$ cat src/rtl/tamper_pkg.sv
package tamper_pkg;
  typedef enum logic [1:0] {
    ACT_OFF   = 2'b00,
    ACT_WAKE  = 2'b01,
    ACT_CAPT  = 2'b10,
    ACT_LAYER = 2'b11
  } act_e;

  localparam logic SEL_CTRL = 1'b0;
  localparam logic SEL_CLR  = 1'b1;
endpackage

$ cat src/rtl/tamper_lfsr.sv
module tamper_lfsr #(
  parameter int          W    = 16,
  parameter logic [W-1:0] SEED = 16'hACE1
) (
  input  logic         clk,
  input  logic         rst_n,
  input  logic         step,
  output logic [W-1:0] state
);
  logic fb;

  assign fb = state[W-1] ^ state[W-3] ^ state[W-4] ^ state[W-6];

  always_ff @(posedge clk) begin
    if (!rst_n)    state <= SEED;
    else if (step) state <= {state[W-2:0], fb};
  end
endmodule

$ cat src/rtl/tamper_chan.sv
module tamper_chan
  import tamper_pkg::*;
(
  input  act_e act,
  input  logic enable,
  input  logic det,
  input  logic tick,
  input  logic al_in,
  input  logic al_ref,
  output logic trig,
  output logic cap
);
  logic mism;

  assign mism = tick && (al_in != al_ref);

  always_comb begin
    trig = 1'b0;
    cap  = 1'b0;
    if (enable) begin
      unique case (act)
        ACT_WAKE:  trig = det;
        ACT_CAPT:  begin trig = det;  cap = det;  end
        ACT_LAYER: begin trig = mism; cap = mism; end
        default:   ;
      endcase
    end
  end
endmodule

$ cat src/rtl/tamper_mask.sv
module tamper_mask #(
  parameter int CYC   = 10,
  localparam int CW   = $clog2(CYC + 1)
) (
  input  logic          clk,
  input  logic          rst_n,
  input  logic          arm,
  output logic          busy,
  output logic [CW-1:0] cnt
);
  always_ff @(posedge clk) begin
    if (!rst_n)         cnt <= '0;
    else if (arm)       cnt <= CW'(CYC);
    else if (cnt != '0) cnt <= cnt - 1'b1;
  end

  assign busy = (cnt != '0);
endmodule

$ cat src/rtl/tamper_ctrl.sv
module tamper_ctrl
  import tamper_pkg::*;
#(
  parameter int            NCH      = 5,
  parameter int            TS_W     = 32,
  parameter int            LFSR_W   = 16,
  parameter logic [15:0]   SEED     = 16'hACE1,
  parameter int            MASK_CYC = 10,
  localparam int           DW       = 2 * NCH + 2,
  localparam int           IDW      = NCH + 1,
  localparam int           EN_BIT   = 2 * NCH,
  localparam int           EV_BIT   = 2 * NCH + 1,
  localparam int           IRQC_BIT = NCH + 1,
  localparam int           MCW      = $clog2(MASK_CYC + 1)
) (
  input  logic            clk,
  input  logic            rst_n,
  input  logic            wr_en,
  input  logic            wr_sel,
  input  logic [DW-1:0]   wr_data,
  input  logic [NCH-1:0]  det_pulse,
  input  logic [NCH-1:0]  al_in,
  input  logic            deb_tick,
  input  logic            evt_in,
  input  logic [TS_W-1:0] cnt_val,
  output logic [NCH-1:0]  al_out,
  output logic [IDW-1:0]  tamper_id,
  output logic            tamper_irq,
  output logic [TS_W-1:0] timestamp
);
  logic [NCH-1:0][1:0] act_q;
  logic                en_q, ev_en_q;
  logic                wr_ctrl, wr_clr, arm;
  logic [NCH-1:0]      trig_vec, cap_vec;
  logic                evt_trig, trig_any, cap_any;
  logic [IDW-1:0]      new_id, clr_id;
  logic                mask_busy;
  logic [MCW-1:0]      mask_cnt;
  logic [LFSR_W-1:0]   lfsr_q;

  assign wr_ctrl = wr_en && (wr_sel == SEL_CTRL);
  assign wr_clr  = wr_en && (wr_sel == SEL_CLR);
  assign arm     = wr_ctrl && wr_data[EN_BIT] && !en_q;

  always_ff @(posedge clk) begin
    if (!rst_n) begin
      act_q   <= '0;
      en_q    <= 1'b0;
      ev_en_q <= 1'b0;
    end else if (wr_ctrl) begin
      act_q   <= wr_data[2*NCH-1:0];
      en_q    <= wr_data[EN_BIT];
      ev_en_q <= wr_data[EV_BIT];
    end
  end

  tamper_lfsr #(.W(LFSR_W), .SEED(SEED[LFSR_W-1:0])) u_lfsr (
    .clk   (clk),
    .rst_n (rst_n),
    .step  (deb_tick),
    .state (lfsr_q)
  );

  assign al_out = lfsr_q[NCH-1:0];

  tamper_mask #(.CYC(MASK_CYC)) u_mask (
    .clk   (clk),
    .rst_n (rst_n),
    .arm   (arm),
    .busy  (mask_busy),
    .cnt   (mask_cnt)
  );

  for (genvar i = 0; i < NCH; i++) begin : g_ch
    tamper_chan u_ch (
      .act    (act_e'(act_q[i])),
      .enable (en_q),
      .det    (det_pulse[i]),
      .tick   (deb_tick),
      .al_in  (al_in[i]),
      .al_ref (lfsr_q[i]),
      .trig   (trig_vec[i]),
      .cap    (cap_vec[i])
    );
  end

  assign evt_trig = en_q && ev_en_q && evt_in;
  assign new_id   = {evt_trig, trig_vec};
  assign trig_any = |new_id;
  assign cap_any  = (|cap_vec) || evt_trig;
  assign clr_id   = wr_clr ? wr_data[IDW-1:0] : '0;

  always_ff @(posedge clk) begin
    if (!rst_n) begin
      tamper_id  <= '0;
      tamper_irq <= 1'b0;
      timestamp  <= '0;
    end else begin
      tamper_id  <= (tamper_id & ~clr_id) | new_id;
      tamper_irq <= (tamper_irq && !(wr_clr && wr_data[IRQC_BIT]))
                    || (trig_any && !mask_busy);
      if (cap_any) timestamp <= cnt_val;
    end
  end
endmodule

$ cat config.mk
export PLATFORM = sky130hd
export DESIGN_NAME = tamper_ctrl
export DESIGN_NICKNAME = d
export VERILOG_FILES = /design/src/rtl/tamper_pkg.sv /design/src/rtl/tamper_lfsr.sv /design/src/rtl/tamper_chan.sv /design/src/rtl/tamper_mask.sv /design/src/rtl/tamper_ctrl.sv
export SDC_FILE = /design/constraint.sdc
export NUM_CORES = 1
export LEC_CHECK = 0
export ABC_AREA = 1
export CAP_MARGIN = 20
export CORE_ASPECT_RATIO = 1.4
export CORE_UTILIZATION = 40
export CTS_BUF_LIST = sky130_fd_sc_hd__clkbuf_4 sky130_fd_sc_hd__clkbuf_8 sky130_fd_sc_hd__clkbuf_16
export CTS_CLUSTER_SIZE = 25
export DETAILED_ROUTE_END_ITERATION = 10
export GPL_ROUTABILITY_DRIVEN = 0
export GPL_TIMING_DRIVEN = 0
export PLACE_DENSITY = 0.72
export RECOVER_POWER = 100
export SLEW_MARGIN = 20
export SYNTH_ARGS = -nofsm -noshare
export SYNTH_HDL_FRONTEND = slang
export SYNTH_SLANG_ARGS = --single-unit
$ cat constraint.sdc
create_clock -name clk -period 3.2 [get_ports clk]
set_input_delay 0.8 -clock clk [delete_from_list [all_inputs] [get_ports clk]]
set_output_delay 0.8 -clock clk [all_outputs]
set_load 0.01 [all_outputs]
==> results of run 1 <==
==> report_power, final <==
group          total (mW)  leakage (nW)  internal, mW  switching, mW
registers           0.959         0.580         0.929         0.0295
logic               0.318          1.25         0.155          0.163
clock network       0.691         0.100         0.368          0.323
==> flip-flops by register name, summed over array words and instances, names as in the netlist <==
register      cells
timestamp        32
u_lfsr.state     16
act_q            10
tamper_id         6
u_mask.cnt        4
en_q              1
ev_en_q           1
tamper_irq        1
==> cell usage after synthesis (2+ instances only) <==
| library cell | instances | share of area |
|---|---|---|
| buf_2 | 3 | 0.0048 |
| xnor2_1 | 2 | 0.0056 |
| nand3_1 | 45 | 0.072 |
| nor2_1 | 21 | 0.025 |
| nand4_1 | 2 | 0.0040 |
| nand2_4 | 2 | 0.0072 |
| clkbuf_1 | 13 | 0.016 |
| nand2_1 | 95 | 0.11 |
| o211ai_1 | 2 | 0.0048 |
| ha_1 | 15 | 0.060 |
| buf_6 | 4 | 0.014 |
| buf_4 | 8 | 0.019 |
| nand2_2 | 2 | 0.0040 |
| inv_1 | 34 | 0.041 |
| dfxtp_1 | 71 | 0.45 |
| o21ai_0 | 25 | 0.040 |
| a21oi_1 | 54 | 0.087 |
==> through the flow <==
step	hold slack [ns]	std cells	instance area (um2)	power, mW	worst slack [ns]
final	0.460	621	4410	1.97	0.712
after detailed placement	0.451	606	4270	1.31	0.755
after floorplan	0.423	407	3120	1.16	1.44
after CTS	0.461	621	4450	1.99	1.01
after global placement	0.441	606	4270	1.30	0.793
after global routing	0.475	621	4410	2.06	0.498
==> logic make-up (layout without fill, tap and decap cells) <==
group | Yosys count | count (layout) | share of synthesized area
fa+ha+maj | 15 | 15 | 0.0601
compound gates | 84 | 84 | 0.139
simple gates | 171 | 171 | 0.242
flops | 71 | 71 | 0.455
buf+inv | 63 | 180 | 0.0961
xor+xnor | 3 | 3 | 0.00841
==> layout by cell type (no fill, tap or decap) <==
cell and n:
clkinv_1 1, clkbuf_4 3, clkbuf_8 12, dfxtp_1 71, o211ai_1 2, buf_2 3, inv_1 34, xor2_1 1
xnor2_1 2, a31oi_1 1, clkbuf_1 16, nand3b_4 1, dlygate4sd3_1 47, nor2_4 1, a211oi_1 1, clkdlybuf4s50_1 55
nand3_1 45, nand2_1 97, nor3_1 1, buf_4 8, a21oi_1 55, buf_6 1, nor2_1 21, nand2_2 2
nand4_1 2, and3_1 1, o21ai_0 25, ha_1 15
==> path summary, 6_finish.rpt <==
kind,slack [ns],startpoint,depth (start not counted),endpoint
worst min register to register,0.46,timestamp[20],2,timestamp[20]
worst min-delay path,0.46,timestamp[20],2,timestamp[20]
worst max-delay path,0.71,al_in[4],10,timestamp[24]
worst max register to register,1.07,act_q[2],12,timestamp[24]
==> worst max-delay path, stage by stage <==
cell           delay (ns)
dlygate4sd3_1        0.56
inv_1                0.06
nand2_1              0.05
nand4_1              0.12
and3_1               0.17
nand2_1              0.17
nand2_1              0.21
clkbuf_1             0.38
nand2_1              0.11
a21oi_1              0.14
==> cell type report <==
cell class                      count  area, um2
Tap cell                           97        121
Clock buffer                       15        188
Sequential cell                    71       1420
Inverter                           35        131
Buffer                             28        146
Fill cell                         688       3050
Multi-Input combinational cell    273       1380
Timing Repair Buffer              102       1020
==> per-layer routing <==
layer | vias up | global-route usage
li1 | 1540 | -
met1 | 1386 | 0.241
met2 | 69 | 0.381
met3 | 13 | 0.0545
met4 | 0 | 0.0975
met5 | - | 0
==> results.cfg, run 1 <==
[status]
status = completed

[place]
hpwlAfterDp_um = 6300
io_buffers = 102

[sta]
max_freq_mhz = 402
slew_headroom = 0.656
fin_crit_sh = 0.778
tightest_slew_ns = 0.516
finalSetupViolCount = 0
maxSlewViolCount = 0
hold_viol_final = 0
fin_setup_tns_ns = 0
grt_setup_unrepaired = false
final.min_clock_period_ns = 2.49
finClkSkew_ns = 0.00574

[drt]
wl_met1_um = 3440
postRouteAntennaNets = 0
wl_met3_um = 415
dr.pass1.iters = 4
top_layer_used = met4
routedWlPerCell_um = 13.4
wirelength_um = 8340
met2_length_um = 4320
num_vias = 3008
viasPerCell = 4.84
drc = 0
dr.first_iter.drc_count = 130

[power]
p_leak_nw = 1.93
power_density_nw_per_um2 = 446
vdd_ir_drop_max_mv = 0.372

[cts]
tritoncts = built
cts_buffers = 9
h-tree-depth = 3
clk_path_buf_depth = 2
cts_root_buf = clkbuf_8
clkTransAtPathRegs_ns = 0.07
clk_latency_ns = 0.35
clock_sinks = 71
postCtsSetupRepairBufs = 0
ctsResizeCount = 0
hold_buffers = 0

[floorplanning]
fp.dieArea_um2 = 8170
die_h_um = 107
core_area_um2 = 7450
num_rows = 37
floorplan.initialDensity = 0.419
ios = 104
die_width_um = 76.7

[run]
maxCapViolCount = 0

[synthesis]
syn_area_um2 = 3120
syn_inst = 407
synthArstFlopShare = 0
syn_nets = 482
ys_dominant_reg_cell = dfxtp_1
ys_ff_latch = 71
synth_edf_count = 0
synth_warnings = 0
synth_seq_area_share = 0.455
syn_area_per_cell_um2 = 7.68
yosysUniqueCellTypes = 26

[critical_path]
critPathArrivalTime_ns = 2.77
end_kind = register
critPathRequiredTime_ns = 3.48
worstSetupPathType = in -> reg
crit_path_max_fanout = 10
cp-start-kind = primary input

[final_layout]
area.growth.synth_to_final_pct = 41.1
diodes = 0
nets = 595
final_util = 0.591
drive_above_1_share = 0.0592

[global_route]
grt_use_total = 0.215
gr-total-overflow = 0
grt_max_degree = 11
grt_pass1_wl_um = 13700
grt_pass1_vias = 2905
grt_antenna_before_repair = 0

[min_path]
hold_path_class = reg -> reg
(Power assumes the default switching activity.)
==> run 2: changes to the inputs <==
- clock period: 3.2 -> 2.3 ns (I/O delays scaled with it)
==> run 2 against run 1 <==
Net effect: sequential share of layout area decreased by 0.25 points; global-route usage unchanged; sequential power grew 39%; register-to-register slack worse by 0.58 ns; clock skew barely moved; via count down 0.40%; largest power group unchanged.
==> results.cfg, run 2 (synthesized netlist as in run 1, its figures left out) <==
[status]
status = completed

[min_path]
hold_path_class = reg -> reg
hold_depth = 2

[final_layout]
area.growth.synth_to_final_pct = 42.2
fin_area_um2 = 4440
top_register = timestamp
drive_above_1_share = 0.0687
instances_no_fill = 621
layout_commonest_cell = nand2_1
top_regs = timestamp: 32 flops, u_lfsr.state: 16 flops, act_q: 10 flops
nets = 595
diodes = 0
final_cell_mix = nand2_1 (96), dfxtp_1 (71), clkdlybuf4s50_1 (55)
largest_reg_flops = 32
n_fill_cell = 680

[sta]
max_freq_mhz = 494
finClkSkew_ns = 0.00607
finalSetupViolCount = 0
fin_crit_sh = 0.879
tightest_slew_ns = 0.513
slew_headroom = 0.658
setup_slack_ns = 0.278
maxSlewViolCount = 0
hold_viol_final = 0
final.min_clock_period_ns = 2.02
grt_setup_unrepaired = false
fin_setup_tns_ns = 0

[place]
dp_slack_ns = 0.0802
dp_cells = 606
io_buffers = 102
hpwlAfterDp_um = 6300
placed_cell_area_um2 = 4270

[drt]
dr.first_iter.drc_count = 119
num_vias = 2996
postRouteAntennaNets = 0
viasPerCell = 4.82
drc = 0
dr.pass1.iters = 4
wirelength_um = 8330
routedWlPerCell_um = 13.4

[critical_path]
r2r_cells = 12
worstSetupPathType = reg -> out
critPathArrivalTime_ns = 1.45
cp-start-kind = register
end_kind = output pin
crit_path_max_fanout = 4
critPathRequiredTime_ns = 1.73

[power]
total_power_mw = 2.74
power_density_nw_per_um2 = 617
vdd_ir_drop_max_mv = 0.517
p_leak_nw = 1.96

[global_route]
gr-total-overflow = 0
grt_use_total = 0.215
grt_max_degree = 11
grt_pass1_vias = 2905
grt_pass1_wl_um = 13700
grt_antenna_before_repair = 0

[floorplanning]
fp.dieArea_um2 = 8170
floorplan.initialDensity = 0.419
ios = 104
core_area_um2 = 7450
die_h_um = 107
num_rows = 37
die_width_um = 76.7

[cts]
hold_buffers = 0
clk_path_buf_depth = 2
tritoncts = built
clk_latency_ns = 0.36
clkTransAtPathRegs_ns = 0.07
cts_buffers = 9
h-tree-depth = 3
clock_sinks = 71
cts_root_buf = clkbuf_8
postCtsSetupRepairBufs = 0
ctsResizeCount = 0

[run]
maxCapViolCount = 0
[run 2: routing by layer]
| metal | vias up | routed length [um] | GRT usage |
|---|---|---|---|
| met5 | - | 0 | 0 |
| met4 | 0 | 155 | 0.0975 |
| met3 | 12 | 434 | 0.0545 |
| met2 | 81 | 4340 | 0.381 |
| met1 | 1362 | 3400 | 0.241 |
| li1 | 1541 | - | - |
[run 2: area by class of cell]
| type | count | area (um2) | share of cell area |
|---|---|---|---|
| inverter | 35 | 131 | 0.0296 |
| buffer | 28 | 169 | 0.0380 |
| sequential | 71 | 1420 | 0.320 |
| clock buffer | 15 | 188 | 0.0423 |
| tap | 97 | 121 | 0.0273 |
| timing repair buffer | 102 | 1020 | 0.230 |
| multi-input combinational | 273 | 1390 | 0.313 |
[run 2: critical path, cell delays in order (launching register included)]
cell and delay [ns]:
dfxtp_1 0.39, buf_4 0.12, dlygate4sd3_1 0.59
[run 2: path summary, 6_finish.rpt]
path / end / start / slack (ns)
setup / recovery: al_out[2] / u_lfsr.state[2] / 0.28
hold / removal: timestamp[20] / timestamp[20] / 0.46
setup reg to reg: timestamp[19] / act_q[0] / 0.49
hold reg to reg: timestamp[20] / timestamp[20] / 0.46
[run 2: power breakdown]
part,internal (mW),switching [mW]
combinational,0.219,0.229
sequential,1.29,0.0410
clock,0.512,0.449
[run 2: per-stage QoR]
step           hold slack, ns  utilization
3_5_place_dp            0.451        0.572
4_1_cts                 0.461        0.598
6_report                0.458        0.596
2_1_floorplan           0.423            -
5_1_grt                 0.473        0.596
3_3_place_gp            0.441        0.572
